$ cat src/rtl/rx_poll_ctrl.sv
module rx_poll_ctrl #(
  parameter int UNIT = 1024,
  parameter int CW   = 24,
  parameter int BCW  = 4,
  parameter int SU0  = 256,
  parameter int SU1  = 512,
  parameter int SU2  = 1024,
  parameter int SU3  = 2048,
  parameter int P0   = 64,
  parameter int P1   = 128,
  parameter int P2   = 256,
  parameter int P3   = 512
) (
  input  logic           clk,
  input  logic           rst_n,
  input  logic [4:0]     sleep_word,
  input  logic [1:0]     ext_sel,
  input  logic [1:0]     baud_sel,
  input  logic [BCW-1:0] nbits,
  input  logic           data_in,
  input  logic           en_in,
  output logic           path_en,
  output logic           data_out,
  output logic [1:0]     state_o
);

  typedef enum logic [1:0] {SLP = 2'd0, STUP = 2'd1, CHK = 2'd2, RCV = 2'd3} st_t;

  st_t            st;
  logic [CW-1:0]  cnt;
  logic [BCW-1:0] good;
  logic           seen, data_q, en_q;

  logic [4:0]     word;
  logic [2:0]     sh;
  logic [CW-1:0]  sleep_len, su_len, per, pmin, pmax, intv;
  logic [BCW:0]   nb_eff;

  wire off    = !en_in && !en_q;
  wire edge_d = data_in ^ data_q;

  assign word   = (sleep_word == 5'd0) ? 5'd1 : sleep_word;
  assign nb_eff = (nbits == '0) ? (BCW+1)'(1) : {1'b0, nbits};
  assign intv   = cnt + CW'(1);

  always_comb begin
    case (ext_sel)
      2'd0:    sh = 3'd0;
      2'd1:    sh = 3'd3;
      2'd2:    sh = 3'd4;
      default: sh = 3'd5;
    endcase
    case (baud_sel)
      2'd0:    begin su_len = CW'(SU0); per = CW'(P0); end
      2'd1:    begin su_len = CW'(SU1); per = CW'(P1); end
      2'd2:    begin su_len = CW'(SU2); per = CW'(P2); end
      default: begin su_len = CW'(SU3); per = CW'(P3); end
    endcase
  end

  assign sleep_len = (CW'(word) << sh) * CW'(UNIT);
  assign pmin      = per - (per >> 2);
  assign pmax      = per + (per >> 2);

  always_ff @(posedge clk or negedge rst_n) begin
    if (!rst_n) begin
      st     <= SLP;
      cnt    <= '0;
      good   <= '0;
      seen   <= 1'b0;
      data_q <= 1'b0;
      en_q   <= 1'b1;
    end else begin
      data_q <= data_in;
      en_q   <= en_in;
      if (off && st != SLP) begin
        st  <= SLP;
        cnt <= '0;
      end else begin
        case (st)
          SLP: begin
            if (cnt >= sleep_len - CW'(1)) begin
              st  <= STUP;
              cnt <= '0;
            end else cnt <= cnt + CW'(1);
          end
          STUP: begin
            if (cnt >= su_len - CW'(1)) begin
              st   <= CHK;
              cnt  <= '0;
              good <= '0;
              seen <= 1'b0;
            end else cnt <= cnt + CW'(1);
          end
          CHK: begin
            if (edge_d) begin
              cnt <= '0;
              if (!seen) seen <= 1'b1;
              else if (intv < pmin || intv > pmax) st <= SLP;
              else if ({1'b0, good} + (BCW+1)'(1) >= nb_eff) st <= RCV;
              else good <= good + BCW'(1);
            end else if (cnt >= pmax - CW'(1)) begin
              st  <= SLP;
              cnt <= '0;
            end else cnt <= cnt + CW'(1);
          end
          default: ;
        endcase
      end
    end
  end

  assign state_o  = st;
  assign path_en  = (st != SLP);
  assign data_out = (st == RCV) && data_in;

endmodule


$ cat config.mk
export PLATFORM = sky130hd
export DESIGN_NAME = rx_poll_ctrl
export DESIGN_NICKNAME = d
export VERILOG_FILES = /design/src/rtl/rx_poll_ctrl.sv
export SDC_FILE = /design/constraint.sdc
export NUM_CORES = 1
export LEC_CHECK = 0
export BUFFER_PORTS_ARGS = -buffer_cell sky130_fd_sc_hd__buf_2
export CAP_MARGIN = 25
export CELL_PAD_IN_SITES_DETAIL_PLACEMENT = 1
export CELL_PAD_IN_SITES_GLOBAL_PLACEMENT = 1
export CORE_MARGIN = 2
export CORE_UTILIZATION = 25
export DETAILED_ROUTE_END_ITERATION = 10
export PLACE_DENSITY = 0.5
export SKIP_LAST_GASP = 1
export SLEW_MARGIN = 20
export SYNTH_ARGS = -nofsm -noshare
export SYNTH_HDL_FRONTEND = slang
export SYNTH_SLANG_ARGS = --single-unit
$ cat constraint.sdc
create_clock -name clk -period 5.8 [get_ports clk]
set_input_delay 0.58 -clock clk [delete_from_list [all_inputs] [get_ports clk]]
set_output_delay 0.58 -clock clk [all_outputs]
set_load 0.01 [all_outputs]
* Word level (Yosys, flattened, before mapping)
Cells that the tools add are included.
** Word-level totals
- Output and inout port bits :: 4
- Bits of input ports :: 17
- Word-level logic and storage cells :: 86
- Register bits after elaboration :: 33
** Operators by class
- Bitwise gates (word level) :: 2
- Equal/unequal tests :: 17
- Muxes and demuxes :: 29
- Add/sub/neg operators :: 8
- Reductions and logical operators :: 17
- Magnitude comparators :: 6
- Shift operators :: 1
** Operators by type and width (count)
- $mux 24 :: 5
- $ge 24x24->1 :: 3
- $pmux 24 s3 :: 1
- $sub 24x1->24 const B :: 3
- $pmux 12 s3 :: 1
- $pmux 10 s3 :: 1
- $add 24x1->24 const B :: 1
- $add 24x22->24 :: 1
- $gt 24x24->1 :: 1
- $lt 24x24->1 :: 1
- $mux 4 :: 6
- $sub 24x22->24 :: 1
- $mux 2 :: 8
- $shl 5x3->14 :: 1
- $ne 2x2->1 const B :: 5
- $pmux 3 s3 :: 1
- $eq 2x2->1 const B :: 4
- $ne 4x4->1 const B :: 2
- $pmux 4 s2 :: 1
- $reduce_and 7->1 :: 1
- $eq 2x1->1 const B :: 3
- $logic_not 2->1 :: 3
- $ne 3x3->1 const B :: 2
- $pmux 2 s3 :: 1
- other kinds (18) :: 23

* Depth between registers and ports, before layout
- Depth in word-level cells :: 10
- Depth in mapped cells :: 20
- Depth with buffers taken out :: 18

* Worst setup path before layout
OpenSTA, ideal clock, no wires.
- Kind :: input-to-reg
- Start point :: in sleep_word[2]
- End point :: reg cnt[17]
- Path buffers :: 2
- Required time :: 5.704 ns
- Library setup time :: 0.096 ns
- Stages :: 19
- Data arrival time :: 4.054 ns
- Slack :: 1.650 ns
- Cell sequence :: clkbuf_1 > or2_2 > nor2_1 > a21oi_1 > nand2b_1 > ha_1 > o311a_1 > and2_1 > xor2_1 > ha_1 > and4_1 > a21oi_1 > o22ai_1 > a211oi_1 > and2_1 > o21ai_1 > or2_2 > clkbuf_1 > o31ai_1
** On the way
- Cells in the longest elaborated chain, start to end :: 8
** Ends and longest elaborated chain
- from (decl) :: line 16 : input logic [4:0] sleep_word,
- $logic_not 5->1 :: line 42 : assign word = (sleep_word == 5'd0) ? 5'd1 : sleep_word;
- $mux 5 (*) :: line 42
- $shl 5x3->14 (*) :: line 61 : assign sleep_len = (CW'(word) << sh) * CW'(UNIT);
- $sub 24x1->24 (*) :: line 82 : if (cnt >= sleep_len - CW'(1)) begin
- $ge 24x24->1 (*) :: line 82
- $mux 24 (*) :: line 82
- $pmux 24 s3 (*) :: line 80 : case (st)
- $mux 24 (*) :: line 76 : if (off && st != SLP) begin
- to (signal assigned) :: line 85 : end else cnt <= cnt + CW'(1);
- to (signal assigned) :: line 93 : end else cnt <= cnt + CW'(1);
- to (signal assigned) :: line 105 : end else cnt <= cnt + CW'(1);
- to (decl) :: line 30 : logic [CW-1:0] cnt;
Mark *: on every way between the ends. The rest lies on a longest branch, timed or not.
A chain may end at the register's enable or synchronous reset.

* Worst setup path after layout
- Start point :: in sleep_word[2]
- End point :: reg cnt[7]
The elaborated chain is that of the path after synthesis.

==> reports/metrics.csv <==
metric,value,unit
multi-input logic area,0.00315,mm²
Num CTS Buffers,5,
YS warnings,0,
TNS Setup,0,ns
Die Y,133,µm
CTS hold repair buffers,0,
I/O pins,21,
ys async rst share,100,%
R2R cell count,13,
"slowest stage delay, CP",0.47,ns
synth top area cells,"ha_1, dfrtp_1, nand2_1",
post-cts resize count,0,
DIE AREA,0.0177,mm²
fin. max-slew vios,0,
part of the cycle the worst path needs,79.1,%
Levels on crit path,18,
final WL,13000,µm
# setup viols final,0,
Lkg Pwr,2.20,nW
HP Class,in -> async,
"Setup Fix Bufs, Post-CTS",0,
Synth top area share,21.4,%
latest clock arrival within the worst-skew pair,0.28,ns
critical path class,in -> reg,
worst setup path end,cnt[7]$_DFFE_PN0P_,
Crit Path Max Fanout,12,
area grow syn2layout,12.2,%
GP Congestion,0.795,
Syn Area/Cell,8.06,µm²
CP arrival,4.75,ns
cell family with most CP delay,simple AND/OR/NAND/NOR gates,
capture point of the worst reg-to-reg path,good[0]$_DFFE_PN0P_,
DPL Wire Length,10100,µm
Initial Utilization,25.3,%
relative max-transition margin,42.2,%
Detailed Routing Iterations Pass 1,4,
cell area after synthesis,0.00416,mm²
# diodes,0,
CTS Root Cell,clkbuf_16,
crit start category,primary input,
Nets,625,
FILL cells,1964,
dominant cell type by area after synthesis,ha_1,
Post-Synthesis Cells,516,
hold_ws,0.413,ns
ratio of cells with drive above 1 in the final layout,9.68,%
total of max-cap violations,0,
CP startpoint,sleep_word[2],
R2R setup slack,1.35,ns
Netlist cell types,70,
first-pass GRT wire length,21600,µm
Clock Skew,0.00506,ns
worst vdd ir,0.188,mV
PortBufs,20,
"Seq/Total Area, Yosys",19.9,%
initial antenna violation count,0,
number of synthesized flops with an enable pin,0,
CTS tree,yes,
Synth Register Bits,33,
DRT iter0 DRCs,135,
reg2reg start,cnt[1]$_DFFE_PN0P_,
Die X,133,µm
CP Data Required Time,5.96,ns
pwr dens,237,mW/mm²
largest net degree at the start of global routing,39,
Final min period,4.59,ns
vias,3844,
DR WL/cell,17.1,µm
register area,827,µm²
clock tree buffer depth,2,
vias in the first global route,4056,
Main synth FF type,dfrtp_1,
antenna-violating nets left,0,
clock sinks,33,
status,completed,
most frequent cell after synthesis,ha_1,
All-Layer GR Usage,15.2,%
standard-cell row count,47,
gr ovfl total,0,
worst slew pin tran,0.867,ns
H-tree Lvls,2,
Final Hold Vio Count,0,
drc violations,0,
vias per cell,5.08,
"top cells by count, synth","ha_1, nand2_1, inv_1, o21ai_0, dfrtp_1",
Fmax,0.218,GHz
worst path bufs/invs,1,
RSZ-0062 raised after global routing,false,
"Slowest-stage cell, CP",a211oi_1,
core footprint,0.0164,mm²
critical path cell sequence,buf_2 > or2_2 > nor2_1 > a21oi_1 > nand2b_1 > ha_1 > o311a_1 > and2_1 > xor2_1 > ha_1 > and4_1 > a21oi_1 > o22ai_1 > a211oi_1 > and2_1 > o21ai_1 > or2_2 > o41ai_1,
clock-pin slew on the worst setup and hold paths,0.06,ns
Crit. End Element,register,
[cell type report]
| cell class | instances | share of cell area, % |
|---|---|---|
| Sequential cell | 33 | 17.7 |
| Timing Repair Buffer | 24 | 2.79 |
| Multi-Input combinational cell | 435 | 67.5 |
| Clock inverter | 3 | 0.376 |
| Tap cell | 220 | 5.90 |
| Inverter | 37 | 2.98 |
| Clock buffer | 5 | 2.68 |
[metal layers]
| metal | GRT usage, % | routed length [µm] | vias up |
|---|---|---|---|
| met5 | 0 | 0 | - |
| met4 | 2.81 | 121 | 0 |
| met3 | 1.23 | 298 | 10 |
| met2 | 26.7 | 6370 | 52 |
| met1 | 20.4 | 6160 | 1876 |
| li1 | - | - | 1906 |
[how the worst min path moves through the flow]
stage	end	slack, ns	cells past startpoint
global placement	good[1]$_DFFE_PN0P_	0.57	1
CTS	en_q$_DFF_PN1_	0.41	1
detailed placement	good[1]$_DFFE_PN0P_	0.56	1
finish	cnt[0]$_DFFE_PN0P_	0.41	1
floorplan	cnt[0]$_DFFE_PN0P_	0.28	0
global route	en_q$_DFF_PN1_	0.41	1
[registers in the layout, indices dropped and copies added (netlist names)]
signal and count:
cnt 24, good 4, state_o 2, data_q 1, en_q 1, seen 1
[layout by cell type, fill, tap and decap left out, types with 8 or more instances in the layout]
master / instances
o21ai_0: 37
nand3_1: 17
nand2_1: 51
nand2b_1: 12
and2_1: 8
nor2b_1: 9
xor2_1: 10
a21o_1: 8
buf_2: 20
nand4_1: 12
nor3_1: 12
a21oi_1: 27
xnor2_1: 16
dfrtp_1: 32
inv_1: 37
o31ai_1: 16
conb_1: 12
nor2_1: 31
ha_1: 71
[where the power goes]
part	internal, W	total, W	switching [W]
combinational	0.000175	0.000549	0.000374
sequential	0.000252	0.000293	0.0000404
clock	0.000158	0.000265	0.000107
[per-stage QoR]
stage / util, % / power, W / setup WS [ns] / cell area, µm² / cells
finish: 28.4 / 0.00111 / 1.21 / 4660 / 757
global route: 28.4 / 0.00121 / 0.814 / 4660 / 757
detailed placement: 27.6 / 0.000850 / 0.886 / 4520 / 749
CTS: 28.4 / 0.00113 / 1.15 / 4660 / 757
global placement: 27.6 / 0.000843 / 0.948 / 4520 / 749
floorplan: - / 0.000654 / 1.65 / 4200 / 527
[logic make-up (layout without fill, tap and decap cells)]
| family | count (synthesis) | in the layout | share of synthesized area [%] |
|---|---|---|---|
| muxes | 6 | 6 | 1.57 |
| xor gates and xnor gates | 27 | 27 | 5.87 |
| and+or+nand+nor | 183 | 183 | 23.7 |
| other | 1 | 12 | 0.0902 |
| AOI/OAI and AO/OA | 135 | 135 | 21.6 |
| buffers and inverters | 59 | 69 | 5.45 |
| DFF | 33 | 33 | 19.9 |
| adders and majority gates | 72 | 72 | 21.9 |
(Power assumes the default switching activity.)
